`config.mk`:
```
export PLATFORM = sky130hd
export DESIGN_NAME = wprot_ctrl
export DESIGN_NICKNAME = d
export VERILOG_FILES = /design/src/rtl/wprot_ctrl.sv
export SDC_FILE = /design/constraint.sdc
export NUM_CORES = 1
export LEC_CHECK = 0
export BUFFER_PORTS_ARGS = -buffer_cell sky130_fd_sc_hd__buf_4
export CORE_MARGIN = 5
export CORE_UTILIZATION = 30
export DETAILED_ROUTE_END_ITERATION = 12
export SETUP_SLACK_MARGIN = 0.5
export SYNTH_ARGS = -nofsm -noshare
export SYNTH_HDL_FRONTEND = slang
export SYNTH_SLANG_ARGS = --single-unit
```
`constraint.sdc`:
```
create_clock -name clk -period 0.95 [get_ports clk]
set_input_delay 0.0475 -clock clk [delete_from_list [all_inputs] [get_ports clk]]
set_output_delay 0.0475 -clock clk [all_outputs]
set_load 0.005 [all_outputs]
```
`src/rtl/wprot_ctrl.sv`:
```
module wprot_ctrl #(
  parameter int AW = 6
) (
  input  logic          clk,
  input  logic          rst,
  input  logic          ins_vld,
  input  logic [1:0]    ins_op,
  input  logic [AW-1:0] ins_addr,
  input  logic          ins_pre,
  input  logic          ins_pe,
  output logic          wr_ok,
  output logic          wall_ok,
  output logic          preg_ok,
  output logic [AW-1:0] prot_addr
);
  localparam logic [AW-1:0] ONES = '1;

  logic          wen_q, arm_q, clr_q, lock_q;
  logic [AW-1:0] pa_q;

  logic [1:0] sub;
  logic ext, c_wen, c_wds, c_wall, c_wr, c_pren, c_plock, c_pwr, c_pclr, upd_ok;

  assign sub     = ins_addr[AW-1:AW-2];
  assign ext     = ins_vld && ins_op == 2'b00;
  assign c_wen   = ext && !ins_pre && sub == 2'b11;
  assign c_wds   = ext && !ins_pre && sub == 2'b00;
  assign c_wall  = ext && !ins_pre && sub == 2'b01;
  assign c_wr    = ins_vld && ins_op == 2'b01 && !ins_pre;
  assign c_pren  = ext && ins_pre && sub == 2'b11;
  assign c_plock = ext && ins_pre && ins_addr == '0;
  assign c_pwr   = ins_vld && ins_op == 2'b01 && ins_pre;
  assign c_pclr  = ins_vld && ins_op == 2'b11 && ins_pre && ins_addr == ONES;

  assign upd_ok    = arm_q && ins_pe && !lock_q;
  assign preg_ok   = upd_ok && (c_pclr || c_plock || (c_pwr && clr_q));
  assign wr_ok     = c_wr && wen_q && ins_pe && (clr_q || ins_addr < pa_q);
  assign wall_ok   = c_wall && wen_q && ins_pe && clr_q;
  assign prot_addr = pa_q;

  always_ff @(posedge clk) begin
    if (rst) begin
      wen_q  <= 1'b0;
      arm_q  <= 1'b0;
      clr_q  <= 1'b1;
      lock_q <= 1'b0;
      pa_q   <= ONES;
    end else if (ins_vld) begin
      arm_q <= c_pren && wen_q && ins_pe;
      if (c_wen) wen_q <= 1'b1;
      if (c_wds) wen_q <= 1'b0;
      if (preg_ok) begin
        if (c_pclr) begin
          pa_q  <= ONES;
          clr_q <= 1'b1;
        end
        if (c_pwr) begin
          pa_q  <= ins_addr;
          clr_q <= 1'b0;
        end
        if (c_plock) lock_q <= 1'b1;
      end
    end
  end
endmodule

```
==> out/results.ini, run 1 <==
[grt]
overflow = 0
grt_pass1_wl_um = 3660
antenna_found_initial = 0
grt_max_degree = 11
grt_pass1_vias = 873
grt.total_usage_pct = 14.5

[clock_network]
cts.clk_slew.worst_paths_ns = 0.07
clk_latency_ns = 0.27
h-tree-depth = 1
cts_tree = built
numClockSinks = 10
root_buffer = clkbuf_4
clk_path_buf_depth = 2
cts_buffers = 3

[layout]
diodes = 0
final_layout_size_suffix_gt1_share_pct = 62.4
layout.nets = 153
final_cells = 161
syn2layout_area_growth_pct = 92.5

[sta]
setup_violations = 12
fmax_ghz = 0.704
hold_viol = 0
tightest_slew_ns = 0.357
finalWorstSetupSlack_ns = -0.471
rsz0062_at_grt = true
finalCriticalPeriod_ns = 1.42
fin_worst_skew_ns = 0.000353
post-route-period-util_pct = 150
slew_headroom_pct = 76.1
maxSlewViolCount = 0

[power]
pwr-share-seq_pct = 46.3
vdd_drop_max_mv = 0.607
combPwrFrac_pct = 20.0
p_per_area_nw_per_um2 = 707
switching_share_pct = 27.0
switching_power_w = 0.000246
leakage_nw = 0.614
p_total_w = 0.000910
clkPwrFrac_pct = 33.7
p_int_w = 0.000664

[place]
port-buffer-count = 21
place_ws_ns = -0.258
gp_congestion = 0.754
dp_hpwl_um = 1570
dpl.cell_count = 153

[detailed_routing]
drt_iter0_markers = 1
drc = 0
dr.pass1.iters = 4
ant_nets = 0
route.vias.total = 775
drt_wl_total_um = 2130
drt-wirelength-per-cell_um = 13.3
via_per_inst = 4.81

[logic_synthesis]
ys_seq_area_share_pct = 30.0
synth.mux.area_fraction_pct = 8.99
synth_compound_area_share_pct = 13.9
synth_area_um2 = 668
yosys.area.top_type = dfxtp_1
ys_types = 30
synth_nets = 105
avgSynthCellArea_um2 = 7.68
synth_xor_area_share_pct = 0
synth_edf_count = 0
ys_async_sr_fraction_pct = 0
synth_ff_type = dfxtp_1
netlist_instances = 87
synth_top_family_by_area = simple AND/OR/NAND/NOR gates
synth-simple-area-share_pct = 32.2
yosysWarnings = 0
synth_fa_ha_area_share_pct = 9.36
synth_seq_cells = 10
netlist.area_leader.share_pct = 30.0
ys_top_cells_by_area = dfxtp_1, nor2_1, ha_1

[critical_path]
start_kind = register
slowest_delay_ns = 0.33
worstSetupPathType = reg -> out
cp.required_ns = 0.90
crit_slowest_cell = dfxtp_2
path_cells = inv_2, ha_4, a211oi_2, o21bai_1, a21oi_1, buf_4
cp_max_fo = 2
cpLargestDelayFamily = compound AO/OA/AOI/OAI gates
arrival_ns = 1.37
critPathCaptureType = primary output
critPathBufInv = 2

[run_status]
status = finished, violations left
violations = setup timing

[job]
maxCapViolCount = 0

[die]
die-area_um2 = 3270
die_w_um = 57.2
core-area_um2 = 2170
rows = 17
io_pins = 22
die_y_um = 57.2
initial_utilization_pct = 30.8

[hold_path]
hold_class = in -> reg

-- worst register-to-register path, cell delays in order (launching register included) --
cell and delay (ns):
dfxtp_2 0.35, nand2_2 0.07, buf_6 0.12, nor2_4 0.12
o21ai_4 0.08, buf_12 0.15, mux2i_1 0.11
-- sequential cells by signal, indices dropped and copies added, names as in the netlist --
signal     cells
arm_q          1
lock_q         1
prot_addr      6
wen_q          1
clr_q          1
-- timing repair --
item / CTS / global route
cloned: 0 / 0
pin swaps: 11 / 14
setup buffers: 4 / 1
hold buffers: 0 / 0
endpoints found under the setup margin: 19 / 19
gates resized for setup: 33 / 8
-- logic make-up after synthesis --
kind of cell,after synthesis
fa+ha+maj,5
buf+inv,9
compound gates,15
flops,10
mux,6
simple gates,42
-- power groups by stage --
stage	registers [W]	clock network [W]	logic, W
2_1_floorplan	0.000430	0	0.0000552
3_3_place_gp	0.000430	0	0.000155
3_5_place_dp	0.000430	0	0.000157
4_1_cts	0.000421	0.000322	0.000171
5_1_grt	0.000421	0.000346	0.000196
6_report	0.000421	0.000307	0.000181
-- path summary, 6_finish.rpt --
check / depth (start not counted) / start / slack, ns / endpoint
worst max-delay path: 6 / prot_addr[1]$_SDFFE_PP1P_ / -0.47 / wr_ok
worst min-delay path: 3 / ins_addr[0] / 0.05 / prot_addr[0]$_SDFFE_PP1P_
worst max register to register: 6 / arm_q$_SDFFE_PP0P_ / -0.16 / prot_addr[5]$_SDFFE_PP1P_
worst min register to register: 2 / arm_q$_SDFFE_PP0P_ / 0.51 / arm_q$_SDFFE_PP0P_
-- placed cells by master (no fill, tap or decap), drive strengths merged, types with 3 or more instances in the layout --
master	count
a21oi	6
mux2i	6
clkbuf	3
nor2	21
o21ai	4
buf	46
inv	6
ha	5
nand2	5
dfxtp	10
nor3	3
-- synth_stat cells, types with 2 or more instances --
cell / n
nand4_1: 2
dfxtp_1: 10
nand2_1: 5
nor3_1: 2
o21bai_1: 2
mux2i_1: 6
a21oi_1: 6
ha_1: 5
inv_1: 6
o21ai_0: 3
nor2_1: 21
-- metal layers --
layer / part of all wire (%) / track usage, % / up-vias
met2: 52 / 25.9 / 15
met1: 42 / 15.3 / 361
li1: - / - / 395
met4: 2.2 / 8.61 / 0
met3: 4.1 / 3.17 / 4
met5: 0 / 0 / -
-- area by class of cell --
| class | instances | area, um2 |
|---|---|---|
| Inverter | 6 | 22.5 |
| Sequential cell | 10 | 211 |
| Clock buffer | 3 | 22.5 |
| Multi-Input combinational cell | 68 | 561 |
| Timing Repair Buffer | 46 | 434 |
| Fill cell | 214 | 883 |
| Tap cell | 28 | 35.0 |
-- through the flow --
step                hold WS (ns)  setup TNS (ns)  cell area, um2  utilization [%]
global route              0.0508           -2.58            1290             59.3
global placement           0.332           -1.42            1050             48.4
finish                    0.0511           -1.96            1290             59.3
floorplan                  0.209          -0.127             718                -
CTS                       0.0434           -1.98            1230             56.7
detailed placement         0.338           -1.69            1050             48.4
(Power assumes the default switching activity.)
==> inputs of run 2 (changes only) <==
- clock period: 0.95 -> 1.8 ns (I/O delays scaled with it)
==> run 2 against run 1 <==
  * The flow now finishes without violations
  * Register-to-register slack improved by 0.76 ns
  * Non-clock buffer count decreased by 22
  * Clock-buffer cell count up 1
  * Design area shrank 25%
  * Sequential share of layout area rose by 5.5 points
  * Worst hold slack better by 0.011 ns
  * Combinational power down 64%
  * Wire length decreased by 12%
  * Clock skew grew 0.0087 ns
  * Sequential cell count is the same
  * Critical endpoint unchanged
  * Largest power group unchanged
  * Highest routed layer unchanged
==> out/results.ini, run 2 (same netlist as run 1, synthesis figures left out) <==
[sta]
tightest_slew_ns = 0.475  ; +0.118 ns
fmax_ghz = 0.673
hold_viol = 0  ; unchanged
setup_violations = 0  ; -12
rsz0062_at_grt = true
post-route-period-util_pct = 82.6
finalCriticalPeriod_ns = 1.49
maxSlewViolCount = 0  ; unchanged
fin_worst_skew_ns = 0.00908  ; +0.00873 ns
tns_ns = 0  ; +1.96 ns
slew_headroom_pct = 68.3  ; -7.7 points

[clock_network]
root_buffer = clkbuf_4
cts.clk_slew.worst_paths_ns = 0.08  ; about the same
numClockSinks = 10  ; unchanged
clk_latency_ns = 0.28  ; about the same
cts_buffers = 3  ; unchanged
clk_path_buf_depth = 2  ; unchanged
cts_tree = built
h-tree-depth = 1  ; unchanged

[layout]
final_common_cell = buf_4
regArea_um2 = 211  ; unchanged
multi_input_area_um2 = 478  ; -15%
fillers = 232  ; +8.4%
final_cell_mix = buf_4, nor2_1, mux2i_1, dfxtp_2
syn2layout_area_growth_pct = 44.2
layout.nets = 131  ; -14%
final_layout_size_suffix_gt1_share_pct = 44.6  ; -18 points
largest_register_ffs = 6  ; unchanged
diodes = 0  ; unchanged

[detailed_routing]
drc = 0  ; unchanged
ant_nets = 0  ; unchanged
drt_iter0_markers = 8  ; +7
route.vias.total = 707  ; -8.8%
dr.pass1.iters = 3  ; -1
drt_wl_total_um = 1870  ; -12%
drt-wirelength-per-cell_um = 13.4  ; +0.77%
via_per_inst = 5.05  ; +4.9%

[hold_path]
hold_class = in -> reg
worstHoldStart = rst
min_to = wen_q$_SDFFE_PP0P_
whs_path_depth = 2  ; -1

[power]
switching_share_pct = 25.0  ; -2.0 points
p_per_area_nw_per_um2 = 517  ; -27%
vdd_drop_max_mv = 0.418  ; -31%
switching_power_w = 0.000124  ; -49%
combPwrFrac_pct = 13.2  ; -6.8 points
p_total_w = 0.000498  ; -45%
pwr-share-seq_pct = 44.3  ; -2.0 points
p_int_w = 0.000374  ; -44%
leakage_nw = 0.465  ; -24%
clkPwrFrac_pct = 42.5  ; +8.8 points

[critical_path]
worstReg2RegStart = clr_q$_SDFFE_PP1P_
worstSetupPathType = reg -> out
r2r-end = prot_addr[1]$_SDFFE_PP1P_
reg2reg_depth = 4  ; -2
critPathCaptureType = primary output
cp.required_ns = 1.71  ; +0.81 ns
start_kind = register
rrSetupSlack_ns = 0.60  ; +0.76 ns
cp-startpoint = prot_addr[5]$_SDFFE_PP1P_
cp_max_fo = 2  ; unchanged
arrival_ns = 1.40  ; +0.03 ns

[die]
core-area_um2 = 2170  ; unchanged
initial_utilization_pct = 30.8  ; unchanged
io_pins = 22  ; unchanged
die_y_um = 57.2  ; unchanged
rows = 17  ; unchanged
die-area_um2 = 3270  ; unchanged
die_w_um = 57.2  ; unchanged

[grt]
grt_pass1_vias = 706  ; -19%
grt_pass1_wl_um = 3160  ; -14%
grt_max_degree = 12  ; +1
antenna_found_initial = 0  ; unchanged
overflow = 0  ; unchanged
grt.total_usage_pct = 12.6  ; -1.9 points

[place]
dp_hpwl_um = 1390  ; -11%
gp_congestion = 0.813  ; +7.9%
port-buffer-count = 21  ; unchanged

[run_status]
status = complete, no violations

[job]
maxCapViolCount = 0  ; unchanged

[run 2: timing repair]
action | in CTS | in global routing
setup buffers | 2 | 1
pin swaps | 3 | 7
gates resized for setup | 12 | 10
cloned | 0 | 0
hold buffers | 0 | 0
endpoints found under the setup margin | 2 | 3
[run 2: power by group through the flow]
stage / Clock [W] / Sequential (W) / Combinational, W
after global routing: 0.000238 / 0.000221 / 0.0000725
after floorplan: 0 / 0.000227 / 0.0000245
after detailed placement: 0 / 0.000227 / 0.0000588
final: 0.000212 / 0.000221 / 0.0000659
after global placement: 0 / 0.000227 / 0.0000577
after CTS: 0.000221 / 0.000222 / 0.0000623
[run 2: layout make-up]
class | count | share of cell area, %
multi-input cells | 68 | 49.6
repair buffers | 24 | 18.7
well taps | 28 | 3.64
inverters | 6 | 2.34
clock buffers | 4 | 3.77
flip-flops and latches | 10 | 21.9
[run 2: routing by layer]
layer  wire, um  GRT usage [%]
met2        973           20.1
met4         14           4.97
met3        115           5.20
met1        767           14.9
met5          0              0
[run 2: worst max path at each step]
stage | to | cells past startpoint
floorplan | wr_ok | 5
global placement | wr_ok | 6
detailed placement | wr_ok | 6
CTS | wr_ok | 6
global route | wr_ok | 6
finish | wr_ok | 6
[run 2: per-stage QoR]
stage | worst slack [ns] | hold WS (ns) | cell area, um2 | util [%] | instances
final | 0.314 | 0.0625 | 963 | 44.4 | 140
after global routing | 0.167 | 0.0492 | 963 | 44.4 | 140
after CTS | 0.247 | 0.0641 | 930 | 42.8 | 139
after detailed placement | 0.447 | 0.367 | 846 | 39.0 | 133
after global placement | 0.495 | 0.360 | 846 | 39.0 | 133
after floorplan | 0.643 | 0.251 | 668 | - | 87
[run 2: worst max-delay path, stage by stage, from the launching register on]
cell and delay, ns:
dfxtp_2 0.33, inv_1 0.04, ha_1 0.28, a21oi_1 0.13, o21ai_1 0.07, a21oi_1 0.14, buf_4 0.13
